[src/rtl/pwm3ph_pkg.sv]
package pwm3ph_pkg;
  localparam int CNT_W_DEF = 16;
  localparam int NPH       = 3;

  // period events decided by the control logic for the next edge
  typedef enum logic [1:0] {
    EV_IDLE = 2'd0,
    EV_TOP  = 2'd1,
    EV_MID  = 2'd2
  } pev_e;
endpackage

[src/rtl/pwm3ph_timebase.sv]
module pwm3ph_timebase
  import pwm3ph_pkg::*;
#(
  parameter int CW = CNT_W_DEF
) (
  input  logic          clk,
  input  logic          rst_n,
  input  logic          active,
  input  logic          run_d,
  input  pev_e          ev,
  input  logic          dbl,
  input  logic [CW-1:0] hp_in,
  input  logic [CW-1:0] dt_in,
  input  logic [CW-1:0] mw_in,
  input  logic [CW-1:0] sync_w,
  output logic [CW-1:0] cnt,
  output logic          second,
  output logic [CW-1:0] hp_q,
  output logic [CW-1:0] dt_q,
  output logic [CW-1:0] mw_q,
  output logic          sync_o,
  output logic          at_end,
  output logic          at_mid
);
  localparam logic [CW-1:0] ONE = CW'(1);

  logic [CW-1:0] cnt_q, cnt_d, sync_q, sync_d, sync_dec;
  logic          sec_q, sec_d, ld_cfg;

  assign at_end   = active & sec_q & (cnt_q == hp_q - ONE);
  assign at_mid   = active & ~sec_q & (cnt_q == '0);
  assign sync_dec = (sync_q != '0) ? sync_q - ONE : '0;
  assign ld_cfg   = run_d & (ev == EV_TOP);

  always_comb begin
    cnt_d  = cnt_q;
    sec_d  = sec_q;
    sync_d = sync_dec;
    if (!run_d) begin
      cnt_d  = '0;
      sec_d  = 1'b0;
      sync_d = '0;
    end else begin
      unique case (ev)
        EV_TOP: begin
          cnt_d  = hp_in - ONE;
          sec_d  = 1'b0;
          sync_d = sync_w;
        end
        EV_MID: begin
          cnt_d = '0;
          sec_d = 1'b1;
          if (dbl) sync_d = sync_w;
        end
        default: cnt_d = sec_q ? cnt_q + ONE : cnt_q - ONE;
      endcase
    end
  end

  always_ff @(posedge clk or negedge rst_n) begin
    if (!rst_n) begin
      cnt_q  <= '0;
      sec_q  <= 1'b0;
      sync_q <= '0;
    end else begin
      cnt_q  <= cnt_d;
      sec_q  <= sec_d;
      sync_q <= sync_d;
    end
  end

  always_ff @(posedge clk or negedge rst_n) begin
    if (!rst_n) begin
      hp_q <= '0;
      dt_q <= '0;
      mw_q <= '0;
    end else if (ld_cfg) begin
      hp_q <= hp_in;
      dt_q <= dt_in;
      mw_q <= mw_in;
    end
  end

  assign cnt    = cnt_q;
  assign second = sec_q;
  assign sync_o = (sync_q != '0);

  AST_CNT_IN_RANGE: assert property (@(posedge clk) disable iff (!rst_n) active |-> (cnt_q < hp_q));
  AST_SYNC_ON_TOP: assert property (@(posedge clk) disable iff (!rst_n) (run_d && ev == EV_TOP && sync_w != '0) |=> sync_o);
endmodule

[src/rtl/pwm3ph_phase.sv]
module pwm3ph_phase
  import pwm3ph_pkg::*;
#(
  parameter int CW = CNT_W_DEF
) (
  input  logic          clk,
  input  logic          rst_n,
  input  pev_e          ev,
  input  logic          dbl,
  input  logic [CW-1:0] duty_in,
  input  logic [CW-1:0] cnt,
  input  logic [CW-1:0] hp,
  input  logic [CW-1:0] dt,
  input  logic [CW-1:0] mw,
  output logic          hi_w,
  output logic          lo_w
);
  localparam int XW = CW + 1;
  localparam logic [CW-1:0] ONE = CW'(1);

  logic [CW-1:0] duty_q;
  logic          ld_duty;
  logic [XW-1:0] hp_x, dt_x, mw_x, d_c, sum_x, hon_r, lon_r, hon, lon, rcnt_x;

  function automatic logic [XW-1:0] width_fix(input logic [XW-1:0] on,
                                              input logic [XW-1:0] span,
                                              input logic [XW-1:0] minw);
    if (on < minw)             return '0;
    else if (span - on < minw) return span;
    else                       return on;
  endfunction

  assign ld_duty = (ev == EV_TOP) | ((ev == EV_MID) & dbl);

  always_ff @(posedge clk or negedge rst_n) begin
    if (!rst_n)       duty_q <= '0;
    else if (ld_duty) duty_q <= duty_in;
  end

  always_comb begin
    hp_x   = {1'b0, hp};
    dt_x   = {1'b0, dt};
    mw_x   = {1'b0, mw};
    d_c    = ({1'b0, duty_q} > hp_x) ? hp_x : {1'b0, duty_q};
    sum_x  = d_c + dt_x;
    hon_r  = (d_c > dt_x) ? d_c - dt_x : '0;
    lon_r  = (sum_x >= hp_x) ? '0 : hp_x - sum_x;
    hon    = width_fix(hon_r, hp_x, mw_x);
    lon    = width_fix(lon_r, hp_x, mw_x);
    rcnt_x = {1'b0, hp - ONE - cnt};
    hi_w   = ({1'b0, cnt} < hon);
    lo_w   = (rcnt_x < lon);
  end

  AST_PAIR_EXCLUSIVE: assert property (@(posedge clk) disable iff (!rst_n) !(hi_w && lo_w));
endmodule

[src/rtl/pwm3ph_chop.sv]
module pwm3ph_chop #(
  parameter int DW = 8
) (
  input  logic          clk,
  input  logic          rst_n,
  input  logic [DW-1:0] div,
  output logic          chop_o
);
  logic [DW-1:0] cnt_q, cnt_d;
  logic          sig_q, sig_d, wrap;

  assign wrap = (cnt_q == div);

  always_comb begin
    cnt_d = wrap ? '0 : cnt_q + DW'(1);
    sig_d = wrap ? ~sig_q : sig_q;
  end

  always_ff @(posedge clk or negedge rst_n) begin
    if (!rst_n) begin
      cnt_q <= '0;
      sig_q <= 1'b0;
    end else begin
      cnt_q <= cnt_d;
      sig_q <= sig_d;
    end
  end

  assign chop_o = sig_q;

  AST_CHOP_HOLD: assert property (@(posedge clk) disable iff (!rst_n) (cnt_q != div) |=> $stable(sig_q));
endmodule

[src/rtl/pwm3ph_outmux.sv]
module pwm3ph_outmux #(
  parameter int NP = 3
) (
  input  logic          clk,
  input  logic          rst_n,
  input  logic [NP-1:0] hi_w,
  input  logic [NP-1:0] lo_w,
  input  logic [NP-1:0] xover,
  input  logic [NP-1:0] en_hi,
  input  logic [NP-1:0] en_lo,
  input  logic          chop,
  input  logic          chop_hi_en,
  input  logic          chop_lo_en,
  input  logic          gate_ok,
  input  logic          trip_n,
  output logic [NP-1:0] pin_hi,
  output logic [NP-1:0] pin_lo
);
  logic pass;
  logic chop_h, chop_l;

  assign pass   = gate_ok & trip_n;
  assign chop_h = chop_hi_en ? chop : 1'b1;
  assign chop_l = chop_lo_en ? chop : 1'b1;

  for (genvar p = 0; p < NP; p++) begin : g_pin
    logic sw_h, sw_l;
    assign sw_h      = xover[p] ? lo_w[p] : hi_w[p];
    assign sw_l      = xover[p] ? hi_w[p] : lo_w[p];
    assign pin_hi[p] = sw_h & chop_h & en_hi[p] & pass;
    assign pin_lo[p] = sw_l & chop_l & en_lo[p] & pass;
  end

  AST_EN_MASK: assert property (@(posedge clk) disable iff (!rst_n) ((pin_hi & ~en_hi) == '0) && ((pin_lo & ~en_lo) == '0));
endmodule

[src/rtl/pwm3ph_gen.sv]
module pwm3ph_gen
  import pwm3ph_pkg::*;
#(
  parameter int CW  = CNT_W_DEF,
  parameter int CHW = 8
) (
  input  logic           clk,
  input  logic           rst_n,
  input  logic           trip_n,
  input  logic           sw_start,
  input  logic           sw_stop,
  input  logic           trip_clr,
  input  logic           dbl_mode,
  input  logic [CW-1:0]  half_period,
  input  logic [CW-1:0]  dead_time,
  input  logic [CW-1:0]  min_width,
  input  logic [CW-1:0]  sync_width,
  input  logic [CW-1:0]  duty_a,
  input  logic [CW-1:0]  duty_b,
  input  logic [CW-1:0]  duty_c,
  input  logic [2:0]     en_hi,
  input  logic [2:0]     en_lo,
  input  logic [2:0]     xover,
  input  logic [CHW-1:0] chop_div,
  input  logic           chop_hi_en,
  input  logic           chop_lo_en,
  output logic [2:0]     pwm_hi,
  output logic [2:0]     pwm_lo,
  output logic           adc_sync,
  output logic           stat_trip,
  output logic           stat_second_half
);
  localparam logic [CW-1:0] ONE = CW'(1);

  logic rst_ff1, rst_i_n;
  logic trip_s1, trip_s2, trip_lat, trip_lat_d;
  logic run_q, run_d, stop_now, go;
  logic at_end, at_mid, second, chop;
  logic [CW-1:0] cnt, hp_q, dt_q, mw_q;
  logic [NPH-1:0] hi_w, lo_w;
  logic [CW-1:0] duty_v [NPH];
  pev_e ev;

  // reset: asserted at once, released after two edges
  always_ff @(posedge clk or negedge rst_n) begin
    if (!rst_n) begin
      rst_ff1 <= 1'b0;
      rst_i_n <= 1'b0;
    end else begin
      rst_ff1 <= 1'b1;
      rst_i_n <= rst_ff1;
    end
  end

  always_comb begin
    stop_now   = sw_stop | ~trip_s2;
    go         = sw_start & ~run_q & ~trip_lat & ~stop_now;
    run_d      = ~stop_now & (run_q | go);
    trip_lat_d = ~trip_s2 | (trip_lat & ~trip_clr);
    if (!run_d)             ev = EV_IDLE;
    else if (go || at_end)  ev = EV_TOP;
    else if (at_mid)        ev = EV_MID;
    else                    ev = EV_IDLE;
  end

  always_ff @(posedge clk or negedge rst_i_n) begin
    if (!rst_i_n) begin
      trip_s1  <= 1'b1;
      trip_s2  <= 1'b1;
      trip_lat <= 1'b0;
      run_q    <= 1'b0;
    end else begin
      trip_s1  <= trip_n;
      trip_s2  <= trip_s1;
      trip_lat <= trip_lat_d;
      run_q    <= run_d;
    end
  end

  pwm3ph_timebase #(.CW(CW)) u_tb (
    .clk    (clk),
    .rst_n  (rst_i_n),
    .active (run_q),
    .run_d  (run_d),
    .ev     (ev),
    .dbl    (dbl_mode),
    .hp_in  (half_period),
    .dt_in  (dead_time),
    .mw_in  (min_width),
    .sync_w (sync_width),
    .cnt    (cnt),
    .second (second),
    .hp_q   (hp_q),
    .dt_q   (dt_q),
    .mw_q   (mw_q),
    .sync_o (adc_sync),
    .at_end (at_end),
    .at_mid (at_mid)
  );

  pwm3ph_chop #(.DW(CHW)) u_chop (
    .clk    (clk),
    .rst_n  (rst_i_n),
    .div    (chop_div),
    .chop_o (chop)
  );

  assign duty_v[0] = duty_a;
  assign duty_v[1] = duty_b;
  assign duty_v[2] = duty_c;

  for (genvar p = 0; p < NPH; p++) begin : g_ph
    pwm3ph_phase #(.CW(CW)) u_ph (
      .clk     (clk),
      .rst_n   (rst_i_n),
      .ev      (ev),
      .dbl     (dbl_mode),
      .duty_in (duty_v[p]),
      .cnt     (cnt),
      .hp      (hp_q),
      .dt      (dt_q),
      .mw      (mw_q),
      .hi_w    (hi_w[p]),
      .lo_w    (lo_w[p])
    );
  end

  pwm3ph_outmux #(.NP(NPH)) u_mux (
    .clk        (clk),
    .rst_n      (rst_i_n),
    .hi_w       (hi_w),
    .lo_w       (lo_w),
    .xover      (xover),
    .en_hi      (en_hi),
    .en_lo      (en_lo),
    .chop       (chop),
    .chop_hi_en (chop_hi_en),
    .chop_lo_en (chop_lo_en),
    .gate_ok    (run_q & ~trip_lat),
    .trip_n     (trip_n),
    .pin_hi     (pwm_hi),
    .pin_lo     (pwm_lo)
  );

  assign stat_trip        = trip_s2;
  assign stat_second_half = second;

  AST_TRIP_HALTS: assert property (@(posedge clk) disable iff (!rst_i_n) !trip_s2 |=> !run_q);
  AST_TRIP_FORCES_LOW: assert property (@(posedge clk) disable iff (!rst_i_n) !trip_n |-> (pwm_hi == 3'b000 && pwm_lo == 3'b000));
  AST_START_AT_TOP: assert property (@(posedge clk) disable iff (!rst_i_n) $rose(run_q) |-> (!second && cnt == hp_q - ONE));
  AST_LATCH_BLOCKS_START: assert property (@(posedge clk) disable iff (!rst_i_n) (trip_lat && !run_q) |=> !run_q);
endmodule

[config.mk]
export PLATFORM = sky130hd
export DESIGN_NAME = pwm3ph_gen
export DESIGN_NICKNAME = d
export VERILOG_FILES = /design/src/rtl/pwm3ph_pkg.sv /design/src/rtl/pwm3ph_timebase.sv /design/src/rtl/pwm3ph_phase.sv /design/src/rtl/pwm3ph_chop.sv /design/src/rtl/pwm3ph_outmux.sv /design/src/rtl/pwm3ph_gen.sv
export SDC_FILE = /design/constraint.sdc
export NUM_CORES = 2
export LEC_CHECK = 0
export BUFFER_PORTS_ARGS = -buffer_cell sky130_fd_sc_hd__clkbuf_2
export CORE_MARGIN = 5
export CORE_UTILIZATION = 50
export CTS_CLUSTER_SIZE = 16
export DETAILED_ROUTE_END_ITERATION = 16
export GPL_TIMING_DRIVEN = 0
export PLACE_DENSITY = 0.74
export SLEW_MARGIN = 0
export SYNTH_ARGS = -nofsm -noshare
export SYNTH_HDL_FRONTEND = slang
export SYNTH_HIERARCHICAL = 1
export SYNTH_SLANG_ARGS = --single-unit
export TNS_END_PERCENT = 1
[constraint.sdc]
create_clock -name clk -period 31.6 [get_ports clk]
set_input_delay 4.74 -clock clk [delete_from_list [all_inputs] [get_ports clk]]
set_output_delay 4.74 -clock clk [all_outputs]
set_load 0.005 [all_outputs]
==> results_dict.tcl <==
set metrics [dict create \
    final_cell_mix "629 x ha_1, 419 x inv_1, 316 x a21oi_1, 309 x nor2_1, 204 x xnor2_1" \
    cts_max_path_buffers 2 \
    diodes 0 \
    ys_warn_count 6 \
    grt_pass1_wl_um 167000 \
    period_needed_ns 21.19 \
    gp_congestion 1.02 \
    finalCritPeriodShare_pct 67.1 \
    clock_skew_ns 0.0473 \
    clock_latency_ns 0.51 \
    syn_area_per_cell_um2 7.98 \
    fmax_mhz 47.2 \
    yosysSeqAreaShare_pct 11.3 \
    worstSetupEndpointType "output pin" \
    final_common_cell "ha_1" \
    port_buffers 146 \
    clk_pin_slew_ns 0.08 \
    worstMarginPinSlew_ns 1.39 \
    post-route-drc-count 0 \
    setup.worst_path.class "flop to output pin" \
    crit_fanout 30 \
    wl_per_cell_um 21.9 \
    firstDrtPassIters 6 \
    drv_slew 0 \
    cp_slowest_cell "dfrtp_2" \
    area_growth_pct 8.45 \
    cts_setup_buffers 0 \
    grt_pass1_vias 29300 \
    synth_nets 4776 \
    fp.dieH_um 262 \
    cts.sinks 144 \
    vdd_drop_max_uv 67.2 \
    routed_wl_um 110000 \
    rr_startpoint "u_tb/hp_q[2]" \
    grt-ovfl-total 0 \
    dpl.hpwl_um 86800 \
    worstPathRequired_ns 26.86 \
    slew_headroom_pct 7.44 \
    synthArstFlopShare_pct 100 \
    crit_arrival_ns 16.45 \
    cts_buffers 17 \
    max_cap_viol_count 0 \
    r2r_end "u_tb/cnt[12]" \
    viasPerCell 6.17 \
    ys.flop_type "dfrtp_1" \
    syn_inst 3990 \
    crit_start "u_tb/hp_q[1]" \
    yosys_register_bits 144 \
    yosysUniqueCellTypes 122 \
    antenna_found_initial 2 \
    start_kind "flop" \
    cts_root_buffer "clkbuf_16" \
    hold_buffers 0 \
    grt_max_degree 61 \
    start_util_pct 50.5 \
    vias 31000 \
    grt_usage_pct 30.4 \
    nets 4953 \
    core_area_um2 63100 \
    r2r_cells 17 \
    dieArea_um2 68800 \
    syn_area_um2 31800 \
    setup_viol 0 \
    dp_slack_ns 11.37 \
    rsz0062_at_grt "no" \
    max_stage_delay_ns 1.00 \
    critPathCapture "pwm_hi[2]" \
    cpMostUsedCell "o21ai_0" \
    synth_edf_count 0 \
    cellPowerDensity_nw_per_um2 112 \
    reg2reg_slack_ns 25.35 \
    p_leak_nw 16.1 \
    drt-initial-drc-count 2706 \
    dieWidth_um 262 \
    final_core_util_pct 54.8 \
    placementRows 92 \
    status "finished clean" \
    hold_class "flop to async pin" \
    fin_setup_tns_ns 0 \
    timing.final.ws_setup_ns 10.41 \
    cts_tree "done" \
    holdWs_ns 0.253 \
    htree_num_levels 4 \
    final_antenna_net_count 0 \
    io_pins 147 \
    hold_viol 0 \
    layout-drive-gt1-share_pct 11.6 \
    cts-resized-gates 0 \
]
==> routing by layer <==
metal | up-vias | part of all wire, % | GRT usage (%)
li1 | 14800 | - | -
met1 | 14500 | 42 | 39.9
met2 | 1434 | 42 | 47.0
met3 | 279 | 9.8 | 6.82
met4 | 4 | 6.0 | 15.1
met5 | - | 0.022 | 0
==> where the power goes <==
part | leakage [nW] | switching [mW] | total [mW] | internal, mW
Combinational | 13.9 | 1.93 | 3.41 | 1.47
Clock | 0.290 | 0.108 | 0.215 | 0.107
Sequential | 1.86 | 0.0543 | 0.263 | 0.209
==> flip-flops by register name, indices dropped and copies added (netlist names), 8 cells and up <==
register and flops:
u_tb/cnt 16, g_ph.u_ph/duty_q 48, u_tb/dt_q 16, u_chop/cnt_q 8, u_tb/hp_q 16, u_tb/sync_q 16
u_tb/mw_q 16
==> layout make-up <==
cell class	instances	area [um2]
multi-input combinational	3343	26200
inverter	425	1600
sequential	144	3630
timing repair buffer	158	988
tap	846	1060
clock inverter	15	186
buffer	78	440
fill	6030	28500
clock buffer	17	425
==> per-stage QoR <==
step           area, um2  power (mW)  instances
4_1_cts            34500        3.82       5026
6_report           34500        3.89       5026
3_3_place_gp       33600        3.51       4982
3_5_place_dp       33900        3.58       4994
2_1_floorplan      31800        2.82       3990
5_1_grt            34500        4.26       5026
==> cells in the mapped netlist, types with 11 or more instances <==
cell type / count / area (um2)
and2_1: 17 / 106
xor2_1: 77 / 674
inv_1: 419 / 1570
or3_1: 36 / 225
buf_6: 13 / 146
mux2_2: 136 / 1530
nor2_1: 309 / 1160
dfrtp_1: 142 / 3550
nor2b_1: 88 / 551
nand2_1: 176 / 661
clkbuf_1: 47 / 176
o21ai_1: 20 / 100
and3_1: 38 / 238
nand4b_1: 11 / 96.3
nand4_1: 62 / 388
nand2b_1: 92 / 576
a21boi_0: 14 / 105
o21ai_0: 194 / 971
a21o_1: 135 / 1010
o31a_1: 11 / 96.3
xnor2_1: 204 / 1790
fa_1: 19 / 380
o31ai_1: 23 / 173
o21bai_1: 29 / 218
a21oi_1: 316 / 1580
a211oi_1: 27 / 203
o21a_1: 52 / 390
nand3_1: 71 / 355
or2_2: 32 / 200
a2111oi_0: 14 / 123
o22ai_1: 17 / 106
nand3b_1: 15 / 113
mux2i_1: 106 / 1060
ha_1: 629 / 7870
a31oi_1: 33 / 206
nor4_1: 23 / 144
nor3_1: 80 / 400
o2111ai_1: 12 / 105
==> cells by family after synthesis <==
logic type                 Yosys count  synth area share (%)
AOI/OAI and AO/OA                 1039                  21.6
xor gates and xnor gates           282                  7.78
adders and majority gates          648                  25.9
buffers and inverters              503                  6.39
DFF                                144                  11.3
muxes                              250                  8.43
other                                1                0.0118
and+or+nand+nor                   1123                  18.6
==> worst min-delay path by stage <==
stage	start	endpoint	slack, ns	cells past startpoint
after global routing	rst_i_n	g_ph[1].u_ph/duty_q[8]	0.28	0
final	rst_i_n	g_ph[1].u_ph/duty_q[8]	0.25	0
after detailed placement	rst_i_n	g_ph[1].u_ph/duty_q[0]	0.27	0
after floorplan	rst_ff1	rst_i_n	0.33	0
after global placement	rst_ff1	rst_i_n	0.34	0
after CTS	rst_i_n	g_ph[1].u_ph/duty_q[8]	0.26	0
==> critical path: cells and delay by family (launching register included) <==
kind,cells,cell delay [ns]
buffers and inverters,8,2.07
DFF,1,1.00
muxes,3,0.67
adders and majority gates,6,1.99
AOI/OAI and AO/OA,29,5.62
and+or+nand+nor,21,4.59
Note: power is estimated with default switching activity, not from simulation.
